File: src/rtl/dcnt_pkg.sv
package dcnt_pkg;
  // Default ring width: a Johnson ring of W bits has 2*W legal states.
  localparam int RING_W_DEF = 5;
  localparam int SYNC_STAGES_DEF = 2;
endpackage

File: src/rtl/dcnt_sync.sv
// Plain flop chain synchroniser for one asynchronous level.
module dcnt_sync #(
  parameter int STAGES = dcnt_pkg::SYNC_STAGES_DEF
) (
  input  logic clk_i,
  input  logic d_i,
  output logic q_o
);
  logic [STAGES-1:0] chain_q;

  always_ff @(posedge clk_i) begin
    chain_q <= {chain_q[STAGES-2:0], d_i};
  end

  assign q_o = chain_q[STAGES-1];
endmodule

File: src/rtl/dcnt_edge.sv
// Turns the synchronised count clock and inhibit into a one-cycle advance.
module dcnt_edge (
  input  logic clk_i,
  input  logic cclk_s_i,
  input  logic inh_s_i,
  output logic adv_o
);
  logic cclk_prev_q;
  logic inh_prev_q;

  // Left without reset so that they already track the pins when clear lifts.
  always_ff @(posedge clk_i) begin
    cclk_prev_q <= cclk_s_i;
    inh_prev_q  <= inh_s_i;
  end

  logic clk_rise;
  logic inh_fall;

  assign clk_rise = cclk_s_i & ~cclk_prev_q;
  assign inh_fall = inh_prev_q & ~inh_s_i;
  assign adv_o    = (clk_rise & ~inh_s_i) | (inh_fall & cclk_s_i);
endmodule

File: src/rtl/dcnt_ring.sv
// Twisted-ring state with lock-out recovery.
module dcnt_ring #(
  parameter int RING_W = dcnt_pkg::RING_W_DEF
) (
  input  logic              clk_i,
  input  logic              rst_ni,
  input  logic              adv_i,
  output logic [RING_W-1:0] state_o,
  output logic              legal_o
);
  logic [RING_W-1:0] state_q;
  logic [RING_W-1:0] state_nxt;

  // A legal Johnson pattern has at most one change between neighbouring bits.
  assign legal_o   = ($countones(state_q[RING_W-1:1] ^ state_q[RING_W-2:0]) <= 1);
  assign state_nxt = legal_o ? {state_q[RING_W-2:0], ~state_q[RING_W-1]}
                             : '0;

  always_ff @(posedge clk_i or negedge rst_ni) begin
    if (!rst_ni)    state_q <= '0;
    else if (adv_i) state_q <= state_nxt;
  end

  assign state_o = state_q;
endmodule

File: src/rtl/dcnt_decode.sv
// Two-input decode of each count from neighbouring ring bits.
module dcnt_decode #(
  parameter int RING_W = dcnt_pkg::RING_W_DEF,
  localparam int COUNT_N = 2 * RING_W
) (
  input  logic [RING_W-1:0]  state_i,
  output logic [COUNT_N-1:0] dec_o,
  output logic               carry_o
);
  for (genvar k = 0; k < COUNT_N; k++) begin : g_dec
    if (k == 0) begin : g_zero
      assign dec_o[k] = ~state_i[RING_W-1] & ~state_i[0];
    end else if (k < RING_W) begin : g_fill
      assign dec_o[k] = state_i[k-1] & ~state_i[k];
    end else if (k == RING_W) begin : g_full
      assign dec_o[k] = state_i[RING_W-1] & state_i[0];
    end else begin : g_drain
      assign dec_o[k] = ~state_i[k-RING_W-1] & state_i[k-RING_W];
    end
  end

  assign carry_o = ~state_i[RING_W-1];
endmodule

File: src/rtl/johnson_decade_counter.sv
module johnson_decade_counter #(
  parameter int RING_W      = dcnt_pkg::RING_W_DEF,
  parameter int SYNC_STAGES = dcnt_pkg::SYNC_STAGES_DEF,
  localparam int COUNT_N    = 2 * RING_W
) (
  input  logic               clk_i,
  input  logic               clr_i,
  input  logic               cnt_clk_i,
  input  logic               inhibit_i,
  output logic [COUNT_N-1:0] dec_o,
  output logic               carry_o
);
  // Clear: asserted at once, released on the system clock.
  logic [1:0] rst_pipe_q;
  logic       rst_n;

  always_ff @(posedge clk_i or posedge clr_i) begin
    if (clr_i) rst_pipe_q <= '0;
    else       rst_pipe_q <= {rst_pipe_q[0], 1'b1};
  end
  assign rst_n = rst_pipe_q[1];

  logic cclk_s;
  logic inh_s;
  logic adv;
  logic legal;
  logic [RING_W-1:0] state;

  dcnt_sync #(.STAGES(SYNC_STAGES)) u_sync_clk (
    .clk_i (clk_i), .d_i (cnt_clk_i), .q_o (cclk_s)
  );
  dcnt_sync #(.STAGES(SYNC_STAGES)) u_sync_inh (
    .clk_i (clk_i), .d_i (inhibit_i), .q_o (inh_s)
  );

  dcnt_edge u_edge (
    .clk_i    (clk_i),
    .cclk_s_i (cclk_s),
    .inh_s_i  (inh_s),
    .adv_o    (adv)
  );

  dcnt_ring #(.RING_W(RING_W)) u_ring (
    .clk_i   (clk_i),
    .rst_ni  (rst_n),
    .adv_i   (adv),
    .state_o (state),
    .legal_o (legal)
  );

  dcnt_decode #(.RING_W(RING_W)) u_dec (
    .state_i (state),
    .dec_o   (dec_o),
    .carry_o (carry_o)
  );
endmodule

File: config.mk
export PLATFORM = sky130hd
export DESIGN_NAME = johnson_decade_counter
export DESIGN_NICKNAME = d
export VERILOG_FILES = /design/src/rtl/dcnt_pkg.sv /design/src/rtl/dcnt_sync.sv /design/src/rtl/dcnt_edge.sv /design/src/rtl/dcnt_ring.sv /design/src/rtl/dcnt_decode.sv /design/src/rtl/johnson_decade_counter.sv
export SDC_FILE = /design/constraint.sdc
export NUM_CORES = 1
export LEC_CHECK = 0
export CORE_AREA = 3 3 40 42
export DETAILED_ROUTE_END_ITERATION = 10
export DIE_AREA = 0 0 43 45
export GPL_TIMING_DRIVEN = 0
export MAX_ROUTING_LAYER = met4
export PLACE_DENSITY = 0.85
export SKIP_CTS_REPAIR_TIMING = 1
export SLEW_MARGIN = 20
export SYNTH_ARGS = -nofsm -noshare
export SYNTH_HDL_FRONTEND = slang
export SYNTH_SLANG_ARGS = --single-unit
export TNS_END_PERCENT = 1
File: constraint.sdc
create_clock -name clk_i -period 2.34 [get_ports clk_i]
set_clock_uncertainty 0.1 [all_clocks]
set_input_delay 0.585 -clock clk_i [delete_from_list [all_inputs] [get_ports clk_i]]
set_output_delay 0.585 -clock clk_i [all_outputs]
set_load 0.02 [all_outputs]
## After elaboration in Yosys (flattened, before gate mapping)

Cells that the tools add are included.
Widths: inputs -> output; s select.

| operators by class | value |
|---|---|
| eq/ne operators | 0 |
| shifts and indexed selects | 0 |
| bitwise operators | 23 |
| $add $sub $neg | 3 |
| divide/modulo/power cells | 0 |
| $mul | 0 |
| reduce and logical (&&, ||, !) cells | 0 |
| mux-type cells | 1 |
| $lt $le $gt $ge | 1 |

Operators with widths:

| operator | count |
|---|---|
| $add 32x32->32 | 1 |
| $le 32x2->1 const B | 1 |
| $and 1x1->1 | 14 |
| $not 1->1 | 7 |
| $mux 5 | 1 |
| $add 1x1->2 | 2 |
| $xor 4x4->4 | 1 |
| $or 1x1->1 | 1 |

| storage, ports and cells | value |
|---|---|
| memories kept | 0 |
| latch bits | 0 |
| bits in registers | 13 |
| memory bits (writable) | 0 |
| memory bits (read-only) | 0 |

## Depth between registers and ports, before layout

Gate-level depths: netlist of the first run.

| logic depth | value |
|---|---|
| depth in word-level cells | 5 |
| mapped depth | 9 |
| gate-level depth less buffers | 9 |

## Hierarchy

From an unflattened synthesis of the first run, not the netlist that was laid out.

| second synthesis, totals | value |
|---|---|
| cells, all modules | 54 |
| area, all modules | 586.8 um^2 |

By module, submodules not included:

| module | area an instance (um^2) | seq. area each (um^2) | cells an instance | instances |
|---|---|---|---|---|
| dcnt_ring | 314.1 | 125.1 | 31 | 1 |
| dcnt_sync | 40.0 | 40.0 | 2 | 2 |
| dcnt_decode | 68.8 | 0.0 | 11 | 1 |
| dcnt_edge | 66.3 | 40.0 | 4 | 1 |
| johnson_decade_counter | 57.6 | 50.0 | 4 | 1 |

## Worst setup path after synthesis of the first run

OpenSTA, ideal clock, no wires.

| timing | value |
|---|---|
| path type | flip-flop to flip-flop |
| start point | register u_ring.state_q[0], in the netlist u_ring.state_o[0] |
| end point | register u_ring.state_q[0], in the netlist u_ring.state_o[0] |
| slack | 0.256 ns |
| period minus slack after synthesis | 2.084 ns |
| data arrival time | 1.849 ns |
| library setup time | 0.135 ns |
| cell stages (with the launch flop) | 10 |
| cells stage by stage | dfrtp_1 -> inv_1 -> ha_1 -> inv_1 -> ha_1 -> ha_1 -> inv_1 -> fa_1 -> nand3_1 -> mux2i_1 |

| on the way | value |
|---|---|
| cells in the longest elaborated chain, start to end | 5 |

RTL lines:

| element | line | text |
|---|---|---|
| start: declaration | dcnt_ring.sv:11 | `logic [RING_W-1:0] state_q;` |
| start signal: assignment | dcnt_ring.sv:21 | `else if (adv_i) state_q <= state_nxt;` |
| $xor 4x4->4 | dcnt_ring.sv:15 | `assign legal_o = ($countones(state_q[RING_W-1:1] ^ state_q[RING_W-2:0]) <= 1);` |
| $add 1x1->2 | dcnt_ring.sv:15 |  |
| $add 32x32->32 | dcnt_ring.sv:15 |  |
| $le 32x2->1 | dcnt_ring.sv:15 |  |
| $mux 5 | dcnt_ring.sv:16 | `assign state_nxt = legal_o ? {state_q[RING_W-2:0], ~state_q[RING_W-1]}` |

Every way passes these cells.
A chain may end at the register's enable or synchronous reset.

## Final worst setup path of the first run

| timing | value |
|---|---|
| start point | register u_ring.state_q[1], in the netlist u_ring.state_o[1] |
| end point | output dec_o[1] |

| on the way | value |
|---|---|
| cells in the longest elaborated chain, start to end | 2 |

RTL lines:

| element | line | text |
|---|---|---|
| $not 1->1 | dcnt_decode.sv:14 | `assign dec_o[k] = state_i[k-1] & ~state_i[k];` |
| $and 1x1->1 | dcnt_decode.sv:14 |  |
| end: declaration | johnson_decade_counter.sv:10 | `output logic [COUNT_N-1:0] dec_o,` |

Every way passes these cells.

==> results of run 1 <==
## critical path, cell delays in order, from the launching register on
cell             delay, ns
dfrtp_1               0.42
inv_2                 0.07
buf_4                 0.10
ha_1                  0.12
clkdlybuf4s50_1       0.59
## metrics by stage
stage / power [uW] / setup WS [ns]
floorplan: 778 / 0.256
global placement: 974 / 0.133
detailed placement: 1000 / 0.0565
CTS: 1130 / 0.0491
global route: 1450 / -0.0774
finish: 1310 / 0.0782
## cell families after synthesis
family,after synthesis
buf+inv,13
flops,13
fa+ha+maj,12
simple gates,9
mux,5
other cells,1
## cells in the mapped netlist
library cell	n	share of area [%]
nor2b_4	1	2.2
fa_1	1	3.2
dfrtp_1	7	28
ha_1	11	22
nor3b_4	1	3.0
nand3_1	5	4.0
dfxtp_1	6	19
nor2_1	2	1.2
inv_1	13	7.9
conb_1	1	0.60
mux2i_1	5	8.1
## worst min-delay path by stage
stage                  start                 to  slack [ns]  cells after the start
6_report       rst_pipe_q[1]  u_ring.state_o[0]       -0.02                      0
3_5_place_dp   rst_pipe_q[1]  u_ring.state_o[4]       -0.02                      0
4_1_cts        rst_pipe_q[1]  u_ring.state_o[4]       -0.02                      0
3_3_place_gp   rst_pipe_q[1]  u_ring.state_o[3]       -0.02                      0
2_1_floorplan  rst_pipe_q[1]  u_ring.state_o[0]       -0.05                      0
5_1_grt        rst_pipe_q[1]  u_ring.state_o[0]       0.002                      0
## registers in the layout, indices dropped and copies added (netlist names)
register	count
u_sync_inh.chain_q	2
u_ring.state_o	5
u_sync_clk.chain_q	2
u_edge.inh_prev_q	1
u_edge.cclk_prev_q	1
rst_pipe_q	2
## layer usage
layer | GRT usage (%) | part of all wire (%) | up-vias
met5 | - | 0 | -
met4 | 5.42 | 1.1 | 0
met3 | 3.59 | 2.7 | 2
met2 | 21.0 | 53 | 7
met1 | 14.2 | 43 | 191
li1 | - | - | 214
## power by group
part           switching (uW)  internal (uW)  total (uW)
sequential               38.0            266         304
combinational             466            413         879
clock                    66.0           66.0         132
## cell usage in the layout (no fill, tap or decap), drive strengths merged
cell,count
clkdlybuf4s50,13
inv,13
ha,11
buf,7
dfrtp,7
dfxtp,6
mux2i,5
nand3,5
clkbuf,4
nor2,2
nor2b,1
nor3b,1
fa,1
dlymetal6s2s,1
conb,1
## layout make-up
cell class | instances | area (sq um) | share of cell area (%)
Clock buffer | 4 | 26.3 | 2.97
Inverter | 13 | 48.8 | 5.52
Multi-Input combinational cell | 27 | 299 | 33.9
Sequential cell | 13 | 295 | 33.4
Tap cell | 15 | 18.8 | 2.12
Timing Repair Buffer | 21 | 195 | 22.1
==> out/metrics.csv, run 1 <==
metric,value,unit
n_antenna_cell,0,
critPathMaxFanout,4,
clock_latency,0.27,ns
pwr_density_cell,1490,nW/um^2
vias_per_cell,4.45,
h-tree-depth,1,
gp_congestion,0.775,
avgRoutedWirePerCell,12.2,um
p_leak,0.000453,uW
max_freq,0.442,GHz
holdWs,-0.0192,ns
syn_inst,53,
fin_crit_sh,96.7,%
grt_pass1_vias,411,
first_pass_iters,1,
coreArea,1280,sq um
start_util,48.3,%
synth_nets,69,
synth_compound_area_share,0,%
reg2reg_slack,0.09,ns
drc_errors,0,
r2r_cells,8,
cp-startpoint,u_ring.state_o[1],
ios,15,
route.final.wire_length,1130,um
ys_types,11,
synth_xor_area_share,0,%
synthAdderAreaFrac,25.4,%
grt.total_usage,12.6,%
max_cap_viol_count,0,
via_count,414,
root_buffer,clkbuf_4,
rsz0062_at_grt,yes,
vdd.ir_drop.worst,1.22,mV
critPathKind,flip-flop to primary output,
seq_area_frac_synth,47.6,%
cts_made_buffers,3,
place_hpwl,838,um
drt-initial-drc-count,0,
violations,negative hold slack,
end_kind,primary output,
final_cells,93,
cts.sinks,13,
drive_gt1_share,25.6,%
placedInstanceArea,779,sq um
cp-start-kind,flip-flop,
grt_start_max_net_pins,8,
syn_to_final_growth,42.3,%
drv_slew,0,
cts_tree,built,
dpl.cell_count,82,
yosys.area_share.simple,10.5,%
fp.dieH,45,um
syn_area_per_cell,11.7,sq um
hp-class,flip-flop to asynchronous set/reset pin,
yosysWarnings,0,
crit_arrival,1.58,ns
nNetsFinal,95,
period_minus_slack,2.26,ns
postRouteAntennaNets,0,
rr_endpoint,u_ring.state_o[4],
r2r_start,u_ring.state_o[1],
clk_path_buf_depth,2,
die_area,1940,sq um
fin_setup_tns,0,ns
netlist_area,621,sq um
antenna_found_initial,0,
yosys-mux-area-fraction,8.06,%
status,"finished, violations left",
final_cell_area,883,sq um
fin_util,68.7,%
grt_pass1_wl,1730,um
worstPathRequired,1.65,ns
finalHoldViolCount,5,
crit_end,dec_o[1],
setup_viol,0,
overflow,0,
fp-row-count,13,
synth.ff_latch_count,13,
synth_top_family_by_area,adder cells,
numPortBuffers,14,
die_x,43,um
clk_pin_slew_worst_paths,0.07,ns
fillers,91,
Note: power is estimated with default switching activity, not from simulation.
==> inputs of run 2 (changes only) <==
- ABC_AREA: default -> 1
- CTS_CLUSTER_SIZE: default -> 16
- PLACE_DENSITY: 0.85 -> 0.86
==> out/metrics.csv, run 2 <==
metric,value,unit
status,"finished, violations left",
violations,negative hold slack,
synth.ff_latch_count,13,
cts.sinks,13,
critPathMaxFanout,4,
yosys-mux-area-fraction,0,%
fp-row-count,13,
yosys.area.top_type,dfrtp_1,
grt_pass1_wl,1640,um
route.final.wire_length,1170,um
synth_compound_area_share,0,%
finalPower,1480,uW
period_minus_slack,2.27,ns
layout_common_cells,"14 x clkdlybuf4s50_1, 11 x nand2_1, 8 x inv_1",
synthArstFlopShare,53.8,%
nNetsFinal,109,
n_antenna_cell,0,
fillers,78,
numPortBuffers,14,
synth_area_leaders,"dfrtp_1 28%, ha_1 22%, dfxtp_1 19%",
rr_endpoint,u_ring.state_o[2],
worstPathRequired,1.65,ns
synthAdderAreaFrac,24.9,%
yosysMostFrequentCell,inv_1,
yosysTopAreaCellShare,27.7,%
synth_common_cells,"16 x inv_1, 12 x nand2_1, 11 x ha_1",
overflow,0,
yosys.area_share.simple,18.4,%
drt-initial-drc-count,3,
avgRoutedWirePerCell,11.0,um
final_cells,107,
synth_nets,84,
fin_setup_tns,0,ns
netlist_area,633,sq um
drive_gt1_share,35.9,%
seq_area_frac_synth,46.6,%
synth_top_family_by_area,adder cells,
p_leak,0.000456,uW
drc_errors,0,
ios,15,
syn_to_final_growth,50.6,%
crit_arrival,1.58,ns
place_ws,0.0149,ns
clock_latency,0.27,ns
end_kind,primary output,
gp_congestion,0.740,
cts_made_buffers,3,
yosysWarnings,0,
grt_pass1_vias,412,
cts_tree,built,
cp-start-kind,flip-flop,
via_count,490,
finalHoldViolCount,5,
die_x,43,um
coreArea,1280,sq um
first_pass_iters,4,
grt_start_max_net_pins,9,
drv_slew,0,
hp-class,flip-flop to asynchronous set/reset pin,
fp.dieH,45,um
fin_crit_sh,96.9,%
h-tree-depth,1,
synth_xor_area_share,0,%
reg2reg_slack,0.09,ns
syn_area_per_cell,9.31,sq um
die_area,1940,sq um
cp-startpoint,u_ring.state_o[3],
vdd.ir_drop.worst,0.972,mV
largest_reg_flops,5,
start_util,49.3,%
r2r_start,u_ring.state_o[2],
worst_slack,0.0727,ns
synth_edf_count,0,
root_buffer,clkbuf_4,
rsz0062_at_grt,yes,
grt.total_usage,12.2,%
final_common_cell,clkdlybuf4s50_1,
critPathKind,flip-flop to primary output,
crit_end,dec_o[4],
postRouteAntennaNets,0,
place_hpwl,812,um
dpl.cell_count,97,
clk_path_buf_depth,2,
r2r_cells,11,
ys_types,11,
pwr_density_cell,1550,nW/um^2
antenna_found_initial,0,
vias_per_cell,4.58,
clk_pin_slew_worst_paths,0.07,ns
ys_dominant_reg_cell,dfrtp_1,
holdWs,-0.0162,ns
max_freq,0.441,GHz
setup_viol,0,
syn_inst,68,
max_cap_viol_count,0,
fin_util,74.2,%
## run 2: per-stage QoR
step                      hold WS, ns  instance area [sq um]
final                         -0.0162                    953
after global placement        -0.0265                    792
after floorplan               -0.0459                    633
after global routing           0.0115                    953
after detailed placement      -0.0174                    792
after CTS                    -0.00988                    820
## run 2: metal layers
layer  global-route usage [%]  routed length, um  up-vias
li1                         -                  -      248
met1                     13.0                436      222
met2                     20.4                642       17
met3                     5.98                 85        3
met4                     3.61                  9        0
met5                        -                  0        -
## run 2: worst max-delay path: stages (launching register included)
cell and delay [ns]:
dfrtp_2 0.46, buf_4 0.15, ha_1 0.18, clkdlybuf4s50_1 0.53
## run 2: report_power, final
| group | total, uW | internal (uW) | switching (uW) | leakage [uW] |
|---|---|---|---|---|
| combinational | 1010 | 477 | 531 | 0.000303 |
| sequential | 341 | 273 | 67.9 | 0.000135 |
| clock | 132 | 63.4 | 68.5 | 0.0000177 |
| total | 1480 | 813 | 667 | 0.000456 |
## run 2: final cells by class
class,count,area (sq um),area share [%]
Multi-Input combinational cell,39,360,37.8
Sequential cell,13,299,31.4
Timing Repair Buffer,20,185,19.4
Inverter,16,62.6,6.56
Clock buffer,3,22.5,2.36
Tap cell,15,18.8,1.97
Clock inverter,1,5.00,0.525
## run 2: worst min path at each step
stage / end / startpoint
2_1_floorplan: u_ring.state_o[0] / rst_pipe_q[1]
3_3_place_gp: u_ring.state_o[2] / rst_pipe_q[1]
3_5_place_dp: u_ring.state_o[2] / rst_pipe_q[1]
4_1_cts: u_ring.state_o[2] / rst_pipe_q[1]
5_1_grt: u_ring.state_o[1] / rst_pipe_q[1]
6_report: u_ring.state_o[0] / rst_pipe_q[1]
## run 2: kinds of logic after synthesis
family	count (synthesis)
other	1
DFF	13
and+or+nand+nor	26
adders and majority gates	12
buffers and inverters	16
==> inputs of run 3 (changes only) <==
- CELL_PAD_IN_SITES_DETAIL_PLACEMENT: default -> 2
- CELL_PAD_IN_SITES_GLOBAL_PLACEMENT: default -> 2
- CORE_AREA: 3 3 40 42 -> default
- CORE_ASPECT_RATIO: default -> 0.9
- CORE_MARGIN: default -> 3
- CORE_UTILIZATION: default -> 30
- DIE_AREA: 0 0 43 45 -> default
- PLACE_DENSITY: 0.86 -> 0.89
==> out/metrics.csv, run 3 (same netlist as run 2, synthesis figures left out) <==
metric,value,unit
numPortBuffers,14,
fp.dieH,49.6,um
clk_path_buf_depth,2,
max_cap_viol_count,0,
ios,15,
vdd.ir_drop.worst,0.982,mV
hp-class,flip-flop to asynchronous set/reset pin,
via_count,508,
overflow,0,
fillers,211,
die_x,54.4,um
antenna_found_initial,0,
critPathMaxFanout,5,
rsz0062_at_grt,yes,
fp-row-count,15,
worst_slack,-0.0147,ns
start_util,32.4,%
drc_errors,0,
h-tree-depth,1,
syn_to_final_growth,55.9,%
place_hpwl,1300,um
coreArea,1950,sq um
grt.total_usage,14.8,%
pwr_density_cell,1640,nW/um^2
end_kind,flip-flop,
cpMaxStageDelayCell,fa_1,
crit_arrival,2.46,ns
avgRoutedWirePerCell,16.0,um
finalPower,1620,uW
cts_tree,built,
drv_slew,0,
root_buffer,clkbuf_4,
status,"finished, violations left",
cp-start-kind,flip-flop,
grt_start_max_net_pins,8,
first_pass_iters,2,
drt-initial-drc-count,2,
cp_common_cell,ha_4,
reg2reg_slack,-0.01,ns
max_freq,0.425,GHz
finalHoldViolCount,4,
largest_reg_flops,5,
holdWs,-0.00925,ns
routed.top_layer,met4,
wl_met1,722,um
route.met2.wl,1090,um
violations,"negative hold slack, negative setup slack",
cts_made_buffers,3,
critPathKind,flip-flop to flip-flop,
fin_util,50.6,%
cp_slowest_stage_delay,0.51,ns
worstPathRequired,2.45,ns
final_common_cell,clkdlybuf4s50_1,
cts.sinks,13,
p_leak,0.000475,uW
die_area,2700,sq um
route.final.wire_length,1880,um
n_antenna_cell,0,
postRouteAntennaNets,0,
wl_met3,54,um
crit_chain,inv_4 > ha_4 > inv_2 > ha_4 > ha_4 > inv_2 > fa_1 > nand2_2 > nor2_1 > nand3_1 > nand2_1,
nNetsFinal,109,
clk_pin_slew_worst_paths,0.08,ns
period_minus_slack,2.35,ns
fin_crit_sh,101,%
grt_pass1_vias,563,
clock_latency,0.27,ns
vias_per_cell,4.34,
gp_congestion,0.769,
layout_common_cells,"12 x clkdlybuf4s50_1, 11 x nand2_1, 8 x inv_2",
drive_gt1_share,40.2,%
setup_viol,1,
grt_pass1_wl,2640,um
-- run 3: report_power, final --
group | internal [uW] | switching, uW | total (uW)
Combinational | 514 | 613 | 1130
Sequential | 276 | 82.9 | 359
Clock | 65.9 | 68.6 | 134
Total | 856 | 765 | 1620
-- run 3: through the flow --
| stage | setup WS (ns) | setup TNS [ns] | std cells | cell area [sq um] |
|---|---|---|---|---|
| finish | -0.0147 | -0.0147 | 117 | 987 |
| global route | -0.115 | -0.355 | 117 | 987 |
| CTS | -0.121 | -0.567 | 111 | 831 |
| detailed placement | -0.0891 | -0.400 | 107 | 805 |
| global placement | 0.0347 | 0 | 107 | 805 |
| floorplan | 0.201 | 0 | 68 | 633 |
-- run 3: routing by layer --
metal	track usage (%)	vias up
met4	3.73	0
met2	26.5	10
met5	-	-
met3	5.44	2
met1	14.5	249
li1	-	247
-- run 3: area by class of cell --
class | count | area, sq um | area share (%)
Sequential cell | 13 | 302 | 30.5
Inverter | 16 | 62.6 | 6.34
Timing Repair Buffer | 20 | 190 | 19.3
Tap cell | 25 | 31.3 | 3.17
Clock buffer | 4 | 26.3 | 2.66
Multi-Input combinational cell | 39 | 375 | 38.0
-- run 3: final timing paths --
kind                                        from                     to  cells past startpoint
setup / recovery               u_ring.state_o[2]      u_ring.state_o[3]                     11
hold / removal                     rst_pipe_q[1]      u_ring.state_o[2]                      0
setup reg to reg               u_ring.state_o[2]      u_ring.state_o[3]                     11
hold reg to reg                    rst_pipe_q[1]      u_ring.state_o[2]                      0
max in group asynchronous                  clr_i          rst_pipe_q[0]                      2
min in group clk_i         u_sync_inh.chain_q[0]  u_sync_inh.chain_q[1]                      0
-- run 3: critical path: cells and delay by family, from the launching register on --
kind          cells  cell delay, ns
flops             1            0.46
simple gates      4            0.44
fa+ha+maj         4            1.15
buf+inv           3            0.14
